File: config.mk
export PLATFORM = sky130hd
export DESIGN_NAME = prog_timer
export DESIGN_NICKNAME = d
export VERILOG_FILES = /design/src/rtl/tmr_pkg.sv /design/src/rtl/tmr_div_unit.sv /design/src/rtl/tmr_cnt_unit.sv /design/src/rtl/prog_timer.sv
export SDC_FILE = /design/constraint.sdc
export NUM_CORES = 1
export LEC_CHECK = 0
export CORE_MARGIN = 1
export CORE_UTILIZATION = 57
export CTS_CLUSTER_DIAMETER = 40
export DETAILED_ROUTE_END_ITERATION = 16
export DONT_BUFFER_PORTS = 1
export PLACE_DENSITY = 0.76
export SLEW_MARGIN = 20
export SYNTH_ARGS = -nofsm -noshare
export SYNTH_HDL_FRONTEND = slang
export SYNTH_HIERARCHICAL = 1
export SYNTH_SLANG_ARGS = --single-unit
File: constraint.sdc
create_clock -name clk -period 1.8 [get_ports clk]
set_input_delay 0.18 -clock clk [delete_from_list [all_inputs] [get_ports clk]]
set_output_delay 0.18 -clock clk [all_outputs]
set_load 0.01 [all_outputs]
File: src/rtl/tmr_pkg.sv
package tmr_pkg;
    typedef enum logic [1:0] {
        SEL_DIV = 2'd0,
        SEL_CNT = 2'd1,
        SEL_MOD = 2'd2,
        SEL_CTL = 2'd3
    } tmr_sel_e;

    localparam int CTL_EN_BIT = 2;
endpackage

File: src/rtl/tmr_div_unit.sv
module tmr_div_unit #(
    parameter int DIV_INTERVAL = 256,
    parameter int W            = 8
) (
    input  logic         clk,
    input  logic         rst_n,
    input  logic         tick,
    input  logic         wr,
    input  logic [W-1:0] wr_data,
    output logic [W-1:0] value
);
    localparam int PW = (DIV_INTERVAL > 1) ? $clog2(DIV_INTERVAL) : 1;
    localparam logic [PW-1:0] LAST = PW'(DIV_INTERVAL - 1);

    typedef struct packed {
        logic [PW-1:0] pre;
        logic [W-1:0]  val;
    } div_st_t;

    div_st_t s_d, s_q;

    always_comb begin
        s_d = s_q;
        if (wr) begin
            s_d.pre = '0;
            s_d.val = wr_data;
        end else if (tick) begin
            if (s_q.pre == LAST) begin
                s_d.pre = '0;
                s_d.val = s_q.val + 1'b1;
            end else begin
                s_d.pre = s_q.pre + 1'b1;
            end
        end
    end

    always_ff @(posedge clk) begin
        if (!rst_n) s_q <= '0;
        else        s_q <= s_d;
    end

    assign value = s_q.val;

    AST_DIV_WR_CLR: assert property (@(posedge clk) disable iff (!rst_n)
        wr |=> (s_q.pre == '0));
    AST_DIV_NO_EARLY_STEP: assert property (@(posedge clk) disable iff (!rst_n)
        (!wr && s_q.pre != LAST) |=> $stable(s_q.val));
endmodule

File: src/rtl/tmr_cnt_unit.sv
module tmr_cnt_unit #(
    parameter int W            = 8,
    parameter int PERIOD0      = 1024,
    parameter int PERIOD1      = 16,
    parameter int PERIOD2      = 64,
    parameter int PERIOD3      = 256,
    parameter int RELOAD_DELAY = 4
) (
    input  logic         clk,
    input  logic         rst_n,
    input  logic         tick,
    input  logic         en,
    input  logic [1:0]   rate,
    input  logic         pre_clr,
    input  logic         wr,
    input  logic [W-1:0] wr_data,
    input  logic [W-1:0] reload_val,
    output logic [W-1:0] value,
    output logic         irq
);
    localparam int MAX01 = (PERIOD0 > PERIOD1) ? PERIOD0 : PERIOD1;
    localparam int MAX23 = (PERIOD2 > PERIOD3) ? PERIOD2 : PERIOD3;
    localparam int MAXP  = (MAX01 > MAX23) ? MAX01 : MAX23;
    localparam int PW    = (MAXP > 1) ? $clog2(MAXP) : 1;
    localparam int DW    = $clog2(RELOAD_DELAY + 1);

    typedef struct packed {
        logic [PW-1:0] pre;
        logic [W-1:0]  val;
        logic          pend;
        logic [DW-1:0] pcnt;
        logic          irq;
    } cnt_st_t;

    cnt_st_t     s_d, s_q;
    logic [31:0] period_m1;
    logic        step;

    always_comb begin
        case (rate)
            2'd0:    period_m1 = 32'(PERIOD0 - 1);
            2'd1:    period_m1 = 32'(PERIOD1 - 1);
            2'd2:    period_m1 = 32'(PERIOD2 - 1);
            default: period_m1 = 32'(PERIOD3 - 1);
        endcase
    end

    always_comb begin
        s_d     = s_q;
        s_d.irq = 1'b0;
        step    = 1'b0;
        if (pre_clr) begin
            s_d.pre = '0;
        end else if (tick && en) begin
            if (32'(s_q.pre) >= period_m1) begin
                s_d.pre = '0;
                step    = 1'b1;
            end else begin
                s_d.pre = s_q.pre + 1'b1;
            end
        end
        if (tick && s_q.pend) begin
            if (s_q.pcnt == DW'(1)) begin
                s_d.val  = reload_val;
                s_d.pend = 1'b0;
                s_d.pcnt = '0;
                s_d.irq  = 1'b1;
            end else begin
                s_d.pcnt = s_q.pcnt - 1'b1;
            end
        end else if (step && !s_q.pend) begin
            if (s_q.val == '1) begin
                s_d.val  = '0;
                s_d.pend = 1'b1;
                s_d.pcnt = DW'(RELOAD_DELAY);
            end else begin
                s_d.val = s_q.val + 1'b1;
            end
        end
        if (wr) begin
            s_d.val  = wr_data;
            s_d.pend = 1'b0;
            s_d.pcnt = '0;
            s_d.irq  = 1'b0;
        end
    end

    always_ff @(posedge clk) begin
        if (!rst_n) s_q <= '0;
        else        s_q <= s_d;
    end

    assign value = s_q.val;
    assign irq   = s_q.irq;

    AST_PEND_READS_ZERO: assert property (@(posedge clk) disable iff (!rst_n)
        s_q.pend |-> (s_q.val == '0));
    AST_IRQ_SINGLE: assert property (@(posedge clk) disable iff (!rst_n)
        irq |=> !irq);
    AST_IRQ_LOADS_MODULO: assert property (@(posedge clk) disable iff (!rst_n)
        irq |-> (s_q.val == $past(reload_val)));
    AST_HOLD_WHEN_OFF: assert property (@(posedge clk) disable iff (!rst_n)
        (!en && !s_q.pend && !wr) |=> $stable(s_q.val));
    AST_WR_CANCELS: assert property (@(posedge clk) disable iff (!rst_n)
        wr |=> (!s_q.pend && !irq));
endmodule

File: src/rtl/prog_timer.sv
module prog_timer #(
    parameter int DIV_INTERVAL = 256,
    parameter int PERIOD0      = 1024,
    parameter int PERIOD1      = 16,
    parameter int PERIOD2      = 64,
    parameter int PERIOD3      = 256,
    parameter int RELOAD_DELAY = 4
) (
    input  logic       clk,
    input  logic       rst_n,
    input  logic       tick,
    input  logic [1:0] sel,
    input  logic       wr_en,
    input  logic [7:0] wr_data,
    output logic [7:0] rd_data,
    output logic       irq
);
    import tmr_pkg::*;

    localparam int W = 8;

    typedef struct packed {
        logic [W-1:0] modulo;
        logic [2:0]   ctl;
    } cfg_st_t;

    cfg_st_t      c_d, c_q;
    tmr_sel_e     sel_e;
    logic         div_wr, cnt_wr;
    logic [W-1:0] div_val, cnt_val;

    assign sel_e  = tmr_sel_e'(sel);
    assign div_wr = wr_en && (sel_e == SEL_DIV);
    assign cnt_wr = wr_en && (sel_e == SEL_CNT);

    always_comb begin
        c_d = c_q;
        if (wr_en && sel_e == SEL_MOD) c_d.modulo = wr_data;
        if (wr_en && sel_e == SEL_CTL) c_d.ctl    = wr_data[2:0];
    end

    always_ff @(posedge clk) begin
        if (!rst_n) c_q <= '0;
        else        c_q <= c_d;
    end

    tmr_div_unit #(.DIV_INTERVAL(DIV_INTERVAL), .W(W)) u_div (
        .clk     (clk),
        .rst_n   (rst_n),
        .tick    (tick),
        .wr      (div_wr),
        .wr_data (wr_data),
        .value   (div_val)
    );

    tmr_cnt_unit #(
        .W(W), .PERIOD0(PERIOD0), .PERIOD1(PERIOD1), .PERIOD2(PERIOD2),
        .PERIOD3(PERIOD3), .RELOAD_DELAY(RELOAD_DELAY)
    ) u_cnt (
        .clk        (clk),
        .rst_n      (rst_n),
        .tick       (tick),
        .en         (c_q.ctl[CTL_EN_BIT]),
        .rate       (c_q.ctl[1:0]),
        .pre_clr    (div_wr),
        .wr         (cnt_wr),
        .wr_data    (wr_data),
        .reload_val (c_q.modulo),
        .value      (cnt_val),
        .irq        (irq)
    );

    always_comb begin
        case (sel_e)
            SEL_DIV: rd_data = div_val;
            SEL_CNT: rd_data = cnt_val;
            SEL_MOD: rd_data = c_q.modulo;
            default: rd_data = {5'b11111, c_q.ctl};
        endcase
    end

    AST_MOD_HOLDS: assert property (@(posedge clk) disable iff (!rst_n)
        !(wr_en && sel_e == SEL_MOD) |=> $stable(c_q.modulo));
    AST_CTL_UPPER_ONES: assert property (@(posedge clk) disable iff (!rst_n)
        (sel_e == SEL_CTL) |-> (rd_data[7:3] == 5'b11111));
endmodule

# ---- After elaboration in Yosys (flattened, before gate mapping)
# Index checks and enable logic that the tools add are counted.
dict set report totals {
  output_inout_bits 9
  reg_bits 50
  word_cells 68
}
dict set report op_classes {
  bitwise 2
  eq_ne 10
  add_sub_neg 5
  magnitude_cmp 1
  n_reduce_logical 22
  mux 19
}
# cell n
set op_table {}
lappend op_table {{2-to-1 mux 8 bit} 5}
lappend op_table {{case mux 10 bit (3 select lines)} 1}
lappend op_table {{adder 8 x 1 -> 8 bit (second input constant)} 3}
lappend op_table {{2-to-1 mux 12 bit} 2}
lappend op_table {{case mux 8 bit (3 select lines)} 1}
lappend op_table {{equality test 8 bit (second input constant)} 2}
lappend op_table {{2-to-1 mux 13 bit} 1}
lappend op_table {{adder 10 x 1 -> 10 bit (second input constant)} 1}
lappend op_table {{greater-or-equal comparator 10 bit} 1}
lappend op_table {{2-to-1 mux 10 bit} 1}
lappend op_table {{2-to-1 mux 9 bit} 1}
lappend op_table {{nonzero test 2 bit} 4}
lappend op_table {{logical AND 1 bit} 7}
lappend op_table {{equality test 2 bit (second input constant)} 3}
lappend op_table {{AND reduction 2 bit} 3}
lappend op_table {{2-to-1 mux 1 bit} 5}
lappend op_table {{equality test 2 x 1 -> 1 bit (second input constant)} 2}
lappend op_table {{logical NOT 2 bit} 2}
lappend op_table {{2-to-1 mux 4 bit} 1}
lappend op_table {{OR reduction 2 bit} 2}
lappend op_table {{equality test 3 x 1 -> 1 bit (second input constant)} 1}
lappend op_table {{2-to-1 mux 3 bit} 1}
lappend op_table {{!= test 3 bit (second input constant)} 1}
lappend op_table {{AND reduction 3 bit} 1}
lappend op_table {{other kinds (6)} 7}

# ---- Depth between registers and ports, before layout
# Gate-level depths: netlist of the first run.
dict set report depth {
  ltp_word 10
  ltp_mapped 9
}

# ---- Cells and area by module
# The synthesis of the first run kept the hierarchy.
# module area_each_um2 seq_area_each_um2 n_inst cells_per_inst
set by_module_without_submodules {}
lappend by_module_without_submodules {tmr_cnt_unit 1517.7 460.4 1 191}
lappend by_module_without_submodules {tmr_div_unit 882.1 320.3 1 100}
lappend by_module_without_submodules {prog_timer 674.4 220.2 1 64}

# ---- Least setup slack after synthesis of the first run
# OpenSTA, ideal clock, no wires.
dict set report synth_path {
  path_kind {reg2reg}
  start {register c_q[0] in the netlist's numbering}
  end {register u_cnt.s_q (netlist bit u_cnt/value[7])}
  n_path_buf 0
  setup_slack_ns -0.127
  t_required_ns 1.684
  t_arrival_ns 1.811
  period_less_slack_ns 1.927
  stages_incl_launch_ff 10
  cell_sequence {dfxtp_1 -> inv_1 -> ha_1 -> inv_1 -> ha_1 -> a21oi_1 -> nand2_1 -> o211a_4 -> or2_1 -> o211a_1}
}
dict set report synth_between {
  elab_chain_cells 9
  elab_cells_between_ends 11
  classes_between {1 x order compare; 2 x eq/ne; 4 x mux; 4 x reduce/logical}
}
# item line_no
set synth_rtl {}
lappend synth_rtl {{start: declaration} prog_timer.sv:27} ;# cfg_st_t c_d, c_q;
lappend synth_rtl {{start signal: assignment} prog_timer.sv:43} ;# if (!rst_n) c_q <= '0;
lappend synth_rtl {{start signal: assignment} prog_timer.sv:44} ;# else c_q <= c_d;
lappend synth_rtl {{equality test 2 bit (tied with other cells)} tmr_cnt_unit.sv:40} ;# case (rate)
lappend synth_rtl {{case mux 10 bit (3 select lines) *} tmr_cnt_unit.sv:40}
lappend synth_rtl {{greater-or-equal comparator 10 bit *} tmr_cnt_unit.sv:55} ;# if (32'(s_q.pre) >= period_m1) begin
lappend synth_rtl {{2-to-1 mux 1 bit *} tmr_cnt_unit.sv:55}
lappend synth_rtl {{2-to-1 mux 1 bit *} tmr_cnt_unit.sv:54} ;# end else if (tick && en) begin
lappend synth_rtl {{2-to-1 mux 1 bit *} tmr_cnt_unit.sv:52} ;# if (pre_clr) begin
lappend synth_rtl {{logical AND 1 bit *} tmr_cnt_unit.sv:71} ;# end else if (step && !s_q.pend) begin
lappend synth_rtl {{nonzero test 3 bit (no line) *} --}
lappend synth_rtl {{AND reduction 2 bit (no line) *} --}
lappend synth_rtl {{end signal: assignment} tmr_cnt_unit.sv:89} ;# if (!rst_n) s_q <= '0;
lappend synth_rtl {{end signal: assignment} tmr_cnt_unit.sv:90} ;# else s_q <= s_d;
lappend synth_rtl {{end: declaration} tmr_cnt_unit.sv:35} ;# cnt_st_t s_d, s_q;
# Mark *: on every way between the ends. The rest lies on a longest branch, timed or not.
# A chain may end at the register's enable or synchronous reset.

# ---- Worst setup path in the final report of the first run
dict set report layout_path {
  start {register c_q[1] in the netlist's numbering}
  end {register u_cnt.s_q (netlist bit u_cnt/value[7])}
}
# The elaborated chain is that of the path after synthesis.

==> results of run 1 <==
## timing repair
item	CTS	global route
endpoints found under the hold margin	7	0
hold buffers	5	0
setup buffers	5	0
pin swaps	19	1
setup endpoints to repair	22	22
resized for setup	11	4
## worst reg2reg max path, cell delays in order, from the launching register on
cell and delay (ns):
dfxtp_2 0.34, inv_4 0.08, ha_4 0.15, inv_4 0.04, ha_1 0.20, a21oi_4 0.17
nand2_2 0.07, o211a_4 0.29, or2_4 0.28, o211a_1 0.22
## kinds of logic (layout without fill, tap and decap cells)
group	Yosys count	count (layout)	share of synthesized area
adders and majority gates	12	12	0.0488
buffers and inverters	37	37	0.0745
AOI/OAI and AO/OA	70	70	0.147
DFF	50	50	0.326
xor gates and xnor gates	21	21	0.0598
muxes	28	28	0.114
and+or+nand+nor	137	137	0.230
## flip-flops by register name, summed over array words and instances (netlist names)
| name | cells |
|---|---|
| c_q | 11 |
| u_cnt/irq | 1 |
| u_cnt/s_q | 14 |
| u_cnt/value | 8 |
| u_div/s_q | 8 |
| u_div/value | 8 |
## area by class of cell
| type | count | area, sq um | area share |
|---|---|---|---|
| Inverter | 9 | 38.8 | 0.0117 |
| Sequential cell | 50 | 1010 | 0.304 |
| Multi-Input combinational cell | 268 | 1930 | 0.584 |
| Tap cell | 70 | 87.6 | 0.0264 |
| Timing Repair Buffer | 20 | 166 | 0.0502 |
| Clock buffer | 8 | 80.1 | 0.0242 |
## where the power goes
group	switching, mW	internal [mW]	leakage, nW
Sequential	0.0297	1.13	0.406
Combinational	0.0938	0.0971	0.840
Clock	0.366	0.277	0.0395
## worst max-delay path by stage
| stage | startpoint | end | cells past startpoint |
|---|---|---|---|
| floorplan | c_q[0] | u_cnt/value[7] | 9 |
| global placement | c_q[0] | u_cnt/value[7] | 9 |
| CTS | c_q[0] | u_cnt/value[7] | 9 |
| finish | c_q[1] | u_cnt/value[7] | 9 |
| global route | c_q[1] | u_cnt/value[7] | 9 |
| detailed placement | c_q[1] | u_cnt/s_q[20] | 8 |
## cells in the mapped netlist, drive strengths merged
cell,count,area [sq um]
xor2,11,96.3
and4,1,8.76
nor3,10,50.1
a41o,2,20.0
and3,4,26.3
mux2i,19,190
and2,3,18.8
nor2,21,83.8
dfxtp,50,1000
clkbuf,3,11.3
ha,12,150
nand3,17,85.1
a311oi,1,8.76
o221ai,3,26.3
nor4,5,50.1
buf,25,184
and3b,2,20.0
and2b,2,16.3
o21ai,26,134
nand2b,2,15.0
nand2,55,209
nor2b,2,12.5
o211ai,4,30.0
mux4,3,75.1
xnor2,10,87.6
nand4,8,80.1
a2bb2oi,1,8.76
a221oi,1,15.0
or2,1,6.26
o311ai,1,8.76
o22a,5,43.8
o211a,2,27.5
a21o,2,15.0
a211oi,1,7.51
inv,9,33.8
mux2,6,86.3
a21oi,21,105
nor3b,1,7.51
or3,3,18.8
## stage by stage
step	setup WS, ns	power [mW]
final	-0.148	1.99
after global routing	-0.232	2.07
after CTS	-0.107	2.01
after detailed placement	-0.165	1.35
after global placement	-0.112	1.34
after floorplan	-0.0412	1.35
## layout by cell type (no fill, tap or decap), types with 10 or more instances in the layout
| cell | n |
|---|---|
| nor2_1 | 19 |
| o21ai_0 | 22 |
| xnor2_1 | 10 |
| nor3_1 | 10 |
| xor2_1 | 11 |
| buf_4 | 14 |
| nand2_1 | 53 |
| dfxtp_1 | 48 |
| nand3_1 | 17 |
| mux2i_1 | 19 |
| a21oi_1 | 18 |
## layer usage
layer	share of wire	vias up
met2	0.47	64
met1	0.44	1179
met5	0	-
met4	0.026	0
li1	-	1246
met3	0.063	16
==> impl_metrics.csv, run 1 <==
group,metric,value,unit
run_status,status,"finished, violations left",
run_status,violations,"setup timing",
global_routing,grt_max_degree,46,
sta,fin_crit_sh,1.08,
cts,cts_htree_levels,2,
cts,clock_latency,0.31,ns
global_routing,grt_pass1_vias,2282,
power,power.density,602,nW/um^2
logic_synthesis,synth.distinct_cells,52,
global_routing,grt_usage,0.255,
floorplan,die_width,75.4,microns
sta,finalHoldViolCount,0,
drt,drtIter0Drc,145,
logic_synthesis,ys.warnings.count,6,
floorplan,initial_core_util,0.598,
sta,min_period,1.95,ns
layout,nets,380,
drt,ant_nets,0,
cts,cts.sinks,50,
setup_path,r2r-start,"c_q[1]",
flow_run,maxCapViolCount,0,
floorplan,die_y,75.4,microns
logic_synthesis,syn_nets,381,
global_routing,grtUsageMet1,0.304,
global_routing,antenna_found_initial,0,
power,p_leak,1.29,nW
logic_synthesis,ys_seq_area_frac,0.326,
drt,vias,2505,
setup_path,cp_slowest_cell,"dfxtp_2",
min_path,hold_path_depth,2,
setup_path,crit_type,"reg -> reg",
min_path,min_to,"c_q[6]",
setup_path,arrival,2.16,ns
global_routing,grt_overflow,0,
global_routing,grt_pass1_wl,10800,microns
sta,setup_viol,20,
floorplan,rows,26,
sta,finalMaxSlewViolations,0,
drt,first_pass_iters,5,
logic_synthesis,synthesis.area,3070,sq um
power,ir_drop,0.000300,V
placed_design,place_congestion,0.868,
setup_path,crit_chain,"inv_4 -> ha_4 -> inv_4 -> ha_1 -> a21oi_4 -> nand2_2 -> o211a_4 -> or2_4 -> o211a_1",
setup_path,path_common_cell,"inv_4",
setup_path,r2r-end,"u_cnt/value[7]",
sta,fin_ws,-0.148,ns
global_routing,grt_util_met2,0.424,
logic_synthesis,synth_seq_cells,50,
placed_design,dpl_cell_area,3080,sq um
drt,routed_wl,6760,microns
sta,fmax,513,MHz
layout,drive_gt1_frac,0.163,
cts,cts_tree,"built",
setup_path,cpPeakStageDelay,0.34,ns
drt,drc_errors,0,
global_routing,grt-busiest-layer,"met2",
cts,clk_pin_slew,0.09,ns
placed_design,dp_hpwl,4820,microns
drt,wl_per_cell,15.9,microns
sta,slew_headroom,0.726,
layout,n_antenna_cell,0,
layout,final_area,3310,sq um
min_path,holdCritStartpoint,"rst_n",
setup_path,worst_ep_required_time,2.01,ns
logic_synthesis,synthCells,355,
min_path,hold_path_class,"in -> reg",
sta,setup_tns,-1.87,ns
sta,hold-worst-slack,0.0152,ns
sta,tightest_slew,0.410,ns
setup_path,cpLargestDelayFamily,"compound AO/OA/AOI/OAI gates",
floorplan,dieArea,5690,sq um
setup_path,cp-start-kind,"flip-flop",
layout,stdcell_count,425,
setup_path,crit_fanout,7,
drt,viasPerCell,5.89,
layout,syn_to_final_growth,7.77,%
global_routing,grt_util_met3,0.0675,
setup_path,r2r_cells,9,
sta,rsz0062_at_grt,"yes",
setup_path,cp-end-kind,"flip-flop",
cts,cts_made_buffers,5,
placed_design,dpl.cell_count,407,
logic_synthesis,avgSynthCellArea,8.66,sq um
cts,cts-root-buf,"clkbuf_8",
floorplan,core-area,5140,sq um
floorplan,pin_count,23,
setup_path,worst-path-buf-inv,2,
layout,fin_util,0.645,
placed_design,portBuffers,0,
cts,clock_path_buffers,2,
sta,fin_skew,0.00807,ns
layout,n_fill_cell,441,
setup_path,ff2ff_setup_slack,-0.15,ns
Note: power is estimated with default switching activity, not from simulation.
==> run 2: changes to the inputs <==
--- a/config.mk
+++ b/config.mk
@@ -5,11 +5,12 @@
 export SDC_FILE = /design/constraint.sdc
 export NUM_CORES = 1
 export LEC_CHECK = 0
-export CORE_MARGIN = 1
+export CORE_MARGIN = 8
 export CORE_UTILIZATION = 57
 export CTS_CLUSTER_DIAMETER = 40
 export DETAILED_ROUTE_END_ITERATION = 16
 export DONT_BUFFER_PORTS = 1
+export GPL_ROUTABILITY_DRIVEN = 1
 export PLACE_DENSITY = 0.76
 export SLEW_MARGIN = 20
 export SYNTH_ARGS = -nofsm -noshare
==> run 2 against run 1 <==
Net effect: the flow still finishes with violations (setup timing); clock-buffer cell count decreased by 1; critical path depth unchanged; first-iteration DRC count increased by 4.1%; power increased by 1.4%; combinational power about the same; clock skew about the same; largest power group unchanged.
==> impl_metrics.csv, run 2 (synthesized netlist as in run 1, its figures left out) <==
group,metric,value,unit
run_status,status,"finished, violations left",
run_status,violations,"setup timing",
floorplan,initial_core_util,0.594,
layout,drive_gt1_frac,0.170,
sta,slew_headroom,0.670,
floorplan,rows,26,
drt,drc_errors,0,
drt,vias,2554,
sta,fin_ws,-0.138,ns
setup_path,path_common_cell,"ha_4",
placed_design,dp_hpwl,4940,microns
drt,drtIter0Drc,151,
floorplan,core-area,5170,sq um
placed_design,place_congestion,0.831,
setup_path,ff2ff_setup_slack,-0.14,ns
cts,cts.sinks,50,
drt,viasPerCell,6.04,
placed_design,pre_cts_ws,-0.163,ns
power,ir_drop,0.000294,V
global_routing,grt_usage,0.187,
cts,clk_pin_slew,0.09,ns
sta,min_period,1.94,ns
floorplan,pin_count,23,
layout,nets,379,
global_routing,grt_pass1_vias,2436,
drt,ant_nets,0,
setup_path,cpPeakStageDelay,0.38,ns
sta,rsz0062_at_grt,"yes",
layout,top_regs,"u_cnt/s_q (14), c_q (11)",
setup_path,worst_ep_required_time,2.00,ns
setup_path,crit_type,"reg -> reg",
layout,regMostFlops,"u_cnt/s_q",
setup_path,crit_chain,"inv_2 -> ha_4 -> inv_4 -> ha_4 -> a21oi_4 -> nand2_2 -> o211a_4 -> or2_4 -> o211a_1",
min_path,hold_path_depth,2,
layout,final_cell_mix,"nand2_1, dfxtp_1, o21ai_0",
cts,cts_made_buffers,5,
setup_path,r2r-start,"c_q[0]",
flow_run,maxCapViolCount,0,
sta,fmax,516,MHz
layout,seq_area,1010,sq um
layout,syn_to_final_growth,7.94,%
floorplan,dieArea,8000,sq um
placed_design,portBuffers,0,
global_routing,antenna_found_initial,0,
layout,multi_input_area,1940,sq um
setup_path,r2r-end,"u_cnt/value[7]",
setup_path,worst-path-buf-inv,2,
min_path,holdCritStartpoint,"rst_n",
global_routing,grt_overflow,0,
layout,final_area,3320,sq um
sta,fin_crit_sh,1.08,
floorplan,die_y,89.4,microns
drt,first_pass_iters,4,
setup_path,crit_fanout,7,
layout,n_antenna_cell,0,
cts,clock_path_buffers,2,
setup_path,cp-start-kind,"flip-flop",
setup_path,cpLargestDelayFamily,"compound AO/OA/AOI/OAI gates",
sta,setup_viol,20,
cts,cts-root-buf,"clkbuf_8",
setup_path,arrival,2.14,ns
power,fin_total_pwr,2.02,mW
cts,cts_tree,"built",
drt,routed_wl,7050,microns
setup_path,cp_slowest_cell,"dfxtp_4",
layout,final_common_cell,"nand2_1",
placed_design,dpl_cell_area,3090,sq um
power,power.density,609,nW/um^2
global_routing,grt_pass1_wl,11600,microns
min_path,min_to,"u_div/value[7]",
min_path,hold_path_class,"in -> reg",
setup_path,cp-end-kind,"flip-flop",
setup_path,cp-startpoint,"c_q[0]",
setup_path,r2r_cells,9,
drt,wl_per_cell,16.7,microns
sta,finalMaxSlewViolations,0,
cts,cts_htree_levels,2,
cts,clock_latency,0.31,ns
layout,n_fill_cell,433,
layout,largest_reg_flops,14,
global_routing,grt_max_degree,48,
sta,fin_skew,0.00835,ns
floorplan,die_width,89.4,microns
sta,finalHoldViolCount,0,
sta,tightest_slew,0.488,ns
power,p_leak,1.29,nW
-- run 2: timing repair --
| item | in CTS | in global routing |
|---|---|---|
| gates cloned | 0 | 0 |
| hold endpoints to repair | 5 | 0 |
| hold buffers | 5 | 0 |
| pin swaps | 16 | 3 |
| buffers inserted | 4 | 0 |
| resized for setup | 12 | 6 |
| setup endpoints to repair | 22 | 22 |
-- run 2: how the worst max path moves through the flow --
stage               cells after the start             end
global route                            9  u_cnt/value[7]
global placement                       10  u_cnt/value[4]
floorplan                               9  u_cnt/value[7]
detailed placement                     10  u_cnt/value[4]
finish                                  9  u_cnt/value[7]
CTS                                     9  u_cnt/value[7]
-- run 2: stage by stage --
step	cells	util	hold slack (ns)	setup TNS, ns
finish	423	0.642	0.00980	-1.34
global route	423	0.642	0.00472	-3.40
CTS	423	0.638	0.000721	-1.35
detailed placement	408	0.597	0.324	-2.20
global placement	408	0.597	0.321	-1.45
floorplan	355	-	0.318	-0.160
-- run 2: metal layers --
metal  vias up  track usage  wire [microns]
li1       1248            -               -
met1      1219        0.215            3010
met2        70        0.312            3400
met3        17       0.0515             449
met4         0       0.0921             194
met5         -            0               0
-- run 2: where the power goes --
| group | switching [mW] | leakage (nW) | internal, mW |
|---|---|---|---|
| sequential | 0.0306 | 0.406 | 1.13 |
| clock | 0.366 | 0.0443 | 0.306 |
| combinational | 0.0923 | 0.840 | 0.0964 |
-- run 2: layout make-up --
class,count,share of cell area
Inverter,9,0.0117
Sequential cell,50,0.303
Timing Repair Buffer,19,0.0479
Tap cell,70,0.0264
Clock buffer,7,0.0260
Multi-Input combinational cell,268,0.585
